**src/rtl/snn_add_pkg.sv**
```systemverilog
package snn_add_pkg;

  // Membrane potential: fan-in is at most three spikes on top of the rest level.
  localparam int POT_W = 4;
  typedef logic signed [POT_W-1:0] pot_t;
  localparam pot_t REST_POT = -4'sd1;

  // Neurons in the group for bit idx: the least significant group lacks threshold 2.
  function automatic int group_size(input int idx);
    return (idx == 0) ? 2 : 3;
  endfunction

  // Incoming synapses per neuron in group idx: x, y and carry as applicable.
  function automatic int group_fanin(input int idx, input int p);
    if (idx == 0) return 2;
    if (idx == p) return 1;
    return 3;
  endfunction

  // Delay of fan-in slot j of group idx (slots: 0 = x, 1 = y, 2 = carry).
  function automatic int fanin_delay(input int idx, input int p, input int j);
    if (idx == p) return 1;
    if (j < 2) return idx + 1;
    return 1;
  endfunction

  // Delay from group idx to its output neuron, aligning all outputs.
  function automatic int out_delay(input int idx, input int p);
    return p - idx + 1;
  endfunction

endpackage

```
**src/rtl/snn_rst_sync.sv**
```systemverilog
module snn_rst_sync (
  input  logic clk,
  input  logic rst_n,
  output logic rst_sync_n
);
  logic [1:0] sync_q;
  logic [1:0] sync_n;

  always_comb sync_n = {sync_q[0], 1'b1};

  always_ff @(posedge clk or negedge rst_n) begin
    if (!rst_n) sync_q <= 2'b00;
    else        sync_q <= sync_n;
  end

  assign rst_sync_n = sync_q[1];
endmodule

```
**src/rtl/snn_delay_line.sv**
```systemverilog
module snn_delay_line #(
  parameter int DELAY = 1
) (
  input  logic clk,
  input  logic rst_n,
  input  logic tick,
  input  logic d,
  output logic q
);
  // The neuron register at the source already supplies one step,
  // so a delay of D needs D-1 extra stages.
  generate
    if (DELAY <= 1) begin : g_wire
      logic unused_ctl;
      assign unused_ctl = ^{clk, rst_n, tick};
      assign q = d;
    end else begin : g_shift
      localparam int DEPTH = DELAY - 1;
      logic [DEPTH-1:0] sh_q;
      logic [DEPTH-1:0] sh_n;

      if (DEPTH == 1) begin : g_one
        always_comb sh_n = d;
      end else begin : g_many
        always_comb sh_n = {sh_q[DEPTH-2:0], d};
      end

      always_ff @(posedge clk or negedge rst_n) begin
        if (!rst_n)    sh_q <= '0;
        else if (tick) sh_q <= sh_n;
      end

      assign q = sh_q[DEPTH-1];
    end
  endgenerate
endmodule

```
**src/rtl/snn_neuron.sv**
```systemverilog
module snn_neuron
  import snn_add_pkg::*;
#(
  parameter int             NIN      = 1,
  parameter int             THRESH   = 0,
  parameter logic [NIN-1:0] INH_MASK = '0
) (
  input  logic           clk,
  input  logic           rst_n,
  input  logic           tick,
  input  logic [NIN-1:0] spk_in,
  output logic           spike
);
  pot_t acc;
  logic fire_n;

  // Zero leak: each step starts from rest, integrates, compares.
  always_comb begin
    acc = REST_POT;
    for (int j = 0; j < NIN; j++) begin
      if (spk_in[j]) begin
        if (INH_MASK[j]) acc = acc - pot_t'(1);
        else             acc = acc + pot_t'(1);
      end
    end
    fire_n = (acc >= pot_t'(THRESH));
  end

  always_ff @(posedge clk or negedge rst_n) begin
    if (!rst_n)    spike <= 1'b0;
    else if (tick) spike <= fire_n;
  end
endmodule

```
**src/rtl/snn_bit_group.sv**
```systemverilog
module snn_bit_group
  import snn_add_pkg::*;
#(
  parameter int P   = 8,
  parameter int IDX = 0
) (
  input  logic clk,
  input  logic rst_n,
  input  logic tick,
  input  logic x_spk,
  input  logic y_spk,
  input  logic c_in,
  output logic c_out,
  output logic z_spk
);
  localparam int NN = group_size(IDX);
  localparam int NF = group_fanin(IDX, P);

  logic [NF-1:0] src;
  logic [NN-1:0] nspk;
  logic [NN-1:0] oarr;
  logic          unused_in;

  generate
    if (IDX == P) begin : g_top
      assign src[0]    = c_in;
      assign unused_in = ^{x_spk, y_spk};
    end else if (IDX == 0) begin : g_lsb
      assign src       = {y_spk, x_spk};
      assign unused_in = c_in;
    end else begin : g_mid
      assign src       = {c_in, y_spk, x_spk};
      assign unused_in = 1'b0;
    end

    // Neuron k has threshold k; every synapse has its own delay line.
    for (genvar k = 0; k < NN; k++) begin : g_n
      logic [NF-1:0] arr;
      for (genvar j = 0; j < NF; j++) begin : g_syn
        snn_delay_line #(.DELAY(fanin_delay(IDX, P, j))) u_dl (
          .clk(clk), .rst_n(rst_n), .tick(tick), .d(src[j]), .q(arr[j])
        );
      end
      snn_neuron #(.NIN(NF), .THRESH(k), .INH_MASK('0)) u_nrn (
        .clk(clk), .rst_n(rst_n), .tick(tick), .spk_in(arr), .spike(nspk[k])
      );
      snn_delay_line #(.DELAY(out_delay(IDX, P))) u_odl (
        .clk(clk), .rst_n(rst_n), .tick(tick), .d(nspk[k]), .q(oarr[k])
      );
    end
  endgenerate

  // Output neuron: threshold-1 input is inhibitory and cancels threshold-0.
  snn_neuron #(.NIN(NN), .THRESH(0), .INH_MASK(NN'(2))) u_out (
    .clk(clk), .rst_n(rst_n), .tick(tick), .spk_in(oarr), .spike(z_spk)
  );

  assign c_out = nspk[1];
endmodule

```
**src/rtl/snn_step_seq.sv**
```systemverilog
module snn_step_seq #(
  parameter int P = 8
) (
  input  logic clk,
  input  logic rst_n,
  input  logic tick,
  input  logic start,
  output logic accept,
  output logic z_valid
);
  localparam int LAST = P + 1;
  localparam int CW   = $clog2(P + 3) + 1;

  logic          busy_q, busy_n;
  logic [CW-1:0] cnt_q, cnt_n;
  logic          vld_n;

  assign accept = tick & start & ~busy_q;

  always_comb begin
    busy_n = busy_q;
    cnt_n  = cnt_q;
    vld_n  = busy_q && (cnt_q == CW'(LAST));
    if (accept) begin
      busy_n = 1'b1;
      cnt_n  = '0;
    end else if (busy_q) begin
      cnt_n = cnt_q + CW'(1);
      if (cnt_q == CW'(LAST)) busy_n = 1'b0;
    end
  end

  always_ff @(posedge clk or negedge rst_n) begin
    if (!rst_n) begin
      busy_q  <= 1'b0;
      cnt_q   <= '0;
      z_valid <= 1'b0;
    end else if (tick) begin
      busy_q  <= busy_n;
      cnt_q   <= cnt_n;
      z_valid <= vld_n;
    end
  end
endmodule

```
**src/rtl/snn_spike_adder.sv**
```systemverilog
module snn_spike_adder #(
  parameter int P = 8
) (
  input  logic         clk,
  input  logic         rst_n,
  input  logic         tick,
  input  logic         start,
  input  logic [P-1:0] x_in,
  input  logic [P-1:0] y_in,
  output logic [P:0]   z_out,
  output logic         z_valid
);
  logic         rst_sync_n;
  logic         accept;
  logic [P-1:0] xs;
  logic [P-1:0] ys;
  logic [P:0]   carry;
  logic         unused_carry;

  snn_rst_sync u_rst (.clk(clk), .rst_n(rst_n), .rst_sync_n(rst_sync_n));

  snn_step_seq #(.P(P)) u_seq (
    .clk(clk), .rst_n(rst_sync_n), .tick(tick), .start(start),
    .accept(accept), .z_valid(z_valid)
  );

  assign carry[0] = 1'b0;

  generate
    // Input neurons: threshold 0, fire in the accepting step.
    for (genvar i = 0; i < P; i++) begin : g_in
      snn_neuron #(.NIN(1), .THRESH(0), .INH_MASK(1'b0)) u_xn (
        .clk(clk), .rst_n(rst_sync_n), .tick(tick),
        .spk_in(accept & x_in[i]), .spike(xs[i])
      );
      snn_neuron #(.NIN(1), .THRESH(0), .INH_MASK(1'b0)) u_yn (
        .clk(clk), .rst_n(rst_sync_n), .tick(tick),
        .spk_in(accept & y_in[i]), .spike(ys[i])
      );
    end

    for (genvar i = 0; i <= P; i++) begin : g_bit
      if (i < P) begin : g_low
        snn_bit_group #(.P(P), .IDX(i)) u_grp (
          .clk(clk), .rst_n(rst_sync_n), .tick(tick),
          .x_spk(xs[i]), .y_spk(ys[i]), .c_in(carry[i]),
          .c_out(carry[i+1]), .z_spk(z_out[i])
        );
      end else begin : g_msb
        snn_bit_group #(.P(P), .IDX(i)) u_grp (
          .clk(clk), .rst_n(rst_sync_n), .tick(tick),
          .x_spk(1'b0), .y_spk(1'b0), .c_in(carry[i]),
          .c_out(unused_carry), .z_spk(z_out[i])
        );
      end
    end
  endgenerate
endmodule

```
**config.mk**
```make
export PLATFORM = sky130hd
export DESIGN_NAME = snn_spike_adder
export DESIGN_NICKNAME = d
export VERILOG_FILES = /design/src/rtl/snn_add_pkg.sv /design/src/rtl/snn_rst_sync.sv /design/src/rtl/snn_delay_line.sv /design/src/rtl/snn_neuron.sv /design/src/rtl/snn_bit_group.sv /design/src/rtl/snn_step_seq.sv /design/src/rtl/snn_spike_adder.sv
export SDC_FILE = /design/constraint.sdc
export NUM_CORES = 1
export LEC_CHECK = 0
export BUFFER_PORTS_ARGS = -buffer_cell sky130_fd_sc_hd__buf_2
export CAP_MARGIN = 10
export CORE_UTILIZATION = 55
export DETAILED_ROUTE_END_ITERATION = 7
export HOLD_SLACK_MARGIN = 0.02
export PLACE_DENSITY = 0.82
export SLEW_MARGIN = 30
export SYNTH_ARGS = -nofsm -noshare
export SYNTH_HDL_FRONTEND = slang
export SYNTH_HIERARCHICAL = 1
export SYNTH_SLANG_ARGS = --single-unit
```
**constraint.sdc**
```tcl
create_clock -name clk -period 12.3 [get_ports clk]
set_clock_uncertainty 0.1 [all_clocks]
set_input_delay 3.075 -clock clk [delete_from_list [all_inputs] [get_ports clk]]
set_output_delay 3.075 -clock clk [all_outputs]
set_load 0.02 [all_outputs]
```
==> flow_summary_export.csv <==
group,metric,value,unit
status,outcome,"finished, final reports clean",
cells_and_area,nets,866,
min_path,hold_path_class,"reg -> reg",
clock_network,h-tree-depth,2,
timing,holdWs,0.251,ns
synth,synth.avg_cell_area,16.4,sq um
global_route,vias_in_the_first_global_route,6608,
worst_setup_path,worst_path_largest_cell_delay,0.85,ns
cells_and_area,areaGrowthSynthToFinish,9.74,%
global_route,grt_busiest_layer,"met2",
power,power_per_cell_area,159,nW/um^2
min_path,hold_depth,0,
floorplanning,floorplan.core_area,23700,sq um
power,vdd_ir_drop_max,0.0000791,V
clock_network,clk_transition_reported_paths,0.06,ns
global_route,met3_usage,3.53,%
floorplanning,die-area,25000,sq um
timing,time_the_worst_path_needs_with_i_o_delays_and_setup,5.42,ns
worst_setup_path,criticalPathCategory,"in -> reg",
synth,yosys_warnings,6,
clock_network,post_cts_resize_count,0,
cells_and_area,fillers,1687,
worst_setup_path,slowest_stage,"sky130_fd_sc_hd__buf_4",
worst_setup_path,endpoint_kind,"flop",
worst_setup_path,critical_path.reg2reg.endpoint,"g_bit[2].g_low.u_grp/u_out/spike",
floorplanning,placement_rows,56,
global_route,largest_net_degree_at_the_start_of_global_routing,191,
detailed_routing,drtAntennaViolNets,0,
worst_setup_path,r2r_cells,2,
floorplanning,floorplan.initialDensity,56.6,%
global_route,globalRoute.totalOverflow,0,
global_route,grt_antenna_before_repair,1,
clock_network,post_cts_hold_buffer_count,0,
detailed_routing,drt_first_pass_iters,4,
clock_network,cts_tree,"built",
power,leakage,7.51,nW
place,numPortBuffers,29,
clock_network,cts_made_buffers,34,
timing,max_freq,184,MHz
global_route,grt_first_pass_wirelength,34.3,mm
worst_setup_path,reg2reg_slack,10.35,ns
min_path,hold_path_startpoint,"u_rst/sync_q[0]",
timing,final.period_utilization,44.1,%
clock_network,insertion_delay_of_the_later_clocked_pin_in_the_worst_skew_pair,0.50,ns
floorplanning,die_w,158,microns
timing,setup_viol_count_final,0,
power,power,2.34,mW
clock_network,clockBufferDepth,3,
clock_network,clock-root-buffer,"sky130_fd_sc_hd__clkbuf_16",
timing,setup_repair_after_global_routing_missed_its_margin,"no",
detailed_routing,vias_per_cell,5.23,
place,hpwlAfterDp,11.1,mm
global_route,global_route.usage.met2,26.9,%
synth,synthesis.nets,844,
synth,post_synth_instance_area,13400,sq um
worst_setup_path,critPathMaxFanout,90,
timing,worst-slew-pin-transition,0.936,ns
synth,synth_cells,815,
detailed_routing,detail_route.drc_violations,0,
timing,slew-limit-headroom,37.6,%
run,drv.max_cap_violation_count,0,
worst_setup_path,startpoint_types,"input pin",
cells_and_area,drive_above_1_share,46.2,%
timing,finalHoldViolCount,0,
worst_setup_path,worst_ep_arrival_time,5.70,ns
place,globalplace.congestion,0.696,
detailed_routing,drt_iter0_drc,311,
worst_setup_path,cp_cell_sequence,"buf_8 -> buf_4 -> buf_6 -> mux2_2",
global_route,global_route.usage.total,17.3,%
floorplanning,io_pins,30,
worst_setup_path,worstReg2RegStart,"u_rst/sync_q[1]",
clock_network,postCtsSetupBuffers,0,
timing,fin_tns_setup,0,ns
timing,slew_violations,0,
detailed_routing,vias,6167,
clock_network,clock-sinks,326,
floorplanning,die_height,158,microns
cells_and_area,multi_input_area,4680,sq um
min_path,holdPathEnd,"u_rst/sync_q[1]",
detailed_routing,route.detailed.wl_per_inst,16.8,microns
worst_setup_path,worstPathRequired,12.58,ns
cells_and_area,register_area,8160,sq um
detailed_routing,postRouteWirelength,19.8,mm
global_route,grtUsageMet1,24.7,%
==> state kept, by name, indices dropped and copies added, names as in the netlist, 5 cells and up <==
signal                                         flops
g_in.u_yn/spike                                    8
g_bit.g_low.u_grp/g_n.g_syn.u_dl/q                 6
g_bit.g_low.u_grp/g_n.u_nrn/spike                 23
u_seq/cnt_q                                        5
g_bit.g_low.u_grp/g_n.g_syn.u_dl/g_shift.sh_q    162
g_bit.g_low.u_grp/u_out/spike                      8
g_in.u_xn/spike                                    8
g_bit.g_low.u_grp/g_n.u_odl/g_shift.sh_q          97
==> worst max-delay path, delay by kind of cell <==
kind                   cells  cell delay (ns)
buffers and inverters      3             2.00
muxes                      1             0.41
==> metal layers <==
| layer | vias up | wire, microns |
|---|---|---|
| met2 | 64 | 9390 |
| li1 | 2857 | - |
| met3 | 37 | 638 |
| met5 | - | 0 |
| met1 | 3209 | 9340 |
| met4 | 0 | 400 |
==> placed cells by master (no fill, tap or decap), types with 8 or more instances in the layout <==
cell type	count
sky130_fd_sc_hd__a21oi_1	19
sky130_fd_sc_hd__and2_2	12
sky130_fd_sc_hd__buf_2	28
sky130_fd_sc_hd__clkbuf_16	37
sky130_fd_sc_hd__dfrtp_1	325
sky130_fd_sc_hd__inv_1	27
sky130_fd_sc_hd__mux2_2	126
sky130_fd_sc_hd__mux2_4	166
sky130_fd_sc_hd__nor2_1	10
sky130_fd_sc_hd__o21ai_1	17
sky130_fd_sc_hd__o22ai_1	8
==> power breakdown <==
part           switching, mW  total, mW  internal, mW
Combinational         0.0846      0.177        0.0927
Sequential            0.0457       1.18          1.14
Clock                  0.398      0.986         0.589
==> how the worst max path moves through the flow <==
stage	depth (start not counted)	end	start
6_report	4	flop	tick
5_1_grt	4	flop	tick
4_1_cts	4	flop	tick
3_5_place_dp	4	flop	tick
3_3_place_gp	4	flop	tick
2_1_floorplan	0	g_bit[0].g_low.u_grp/g_n[0].u_nrn/spike	u_rst/sync_q[1]
==> layout make-up <==
class | count | share of cell area [%]
diodes | 1 | 0.0170
multi-input cells | 410 | 31.8
clock buffers | 50 | 7.10
flip-flops and latches | 326 | 55.5
repair buffers | 38 | 1.87
inverters | 27 | 0.689
well taps | 319 | 2.71
clock inverters | 8 | 0.340
==> stage by stage <==
stage | utilization [%] | worst slack [ns] | cells | cell area, sq um
finish | 62.1 | 6.88 | 1179 | 14700
global route | 62.1 | 6.78 | 1178 | 14700
CTS | 61.9 | 6.70 | 1176 | 14700
detailed placement | 57.3 | 6.19 | 1118 | 13600
global placement | 57.3 | 6.23 | 1118 | 13600
floorplan | - | 2.44 | 815 | 13400
Note: power is estimated with default switching activity, not from simulation.
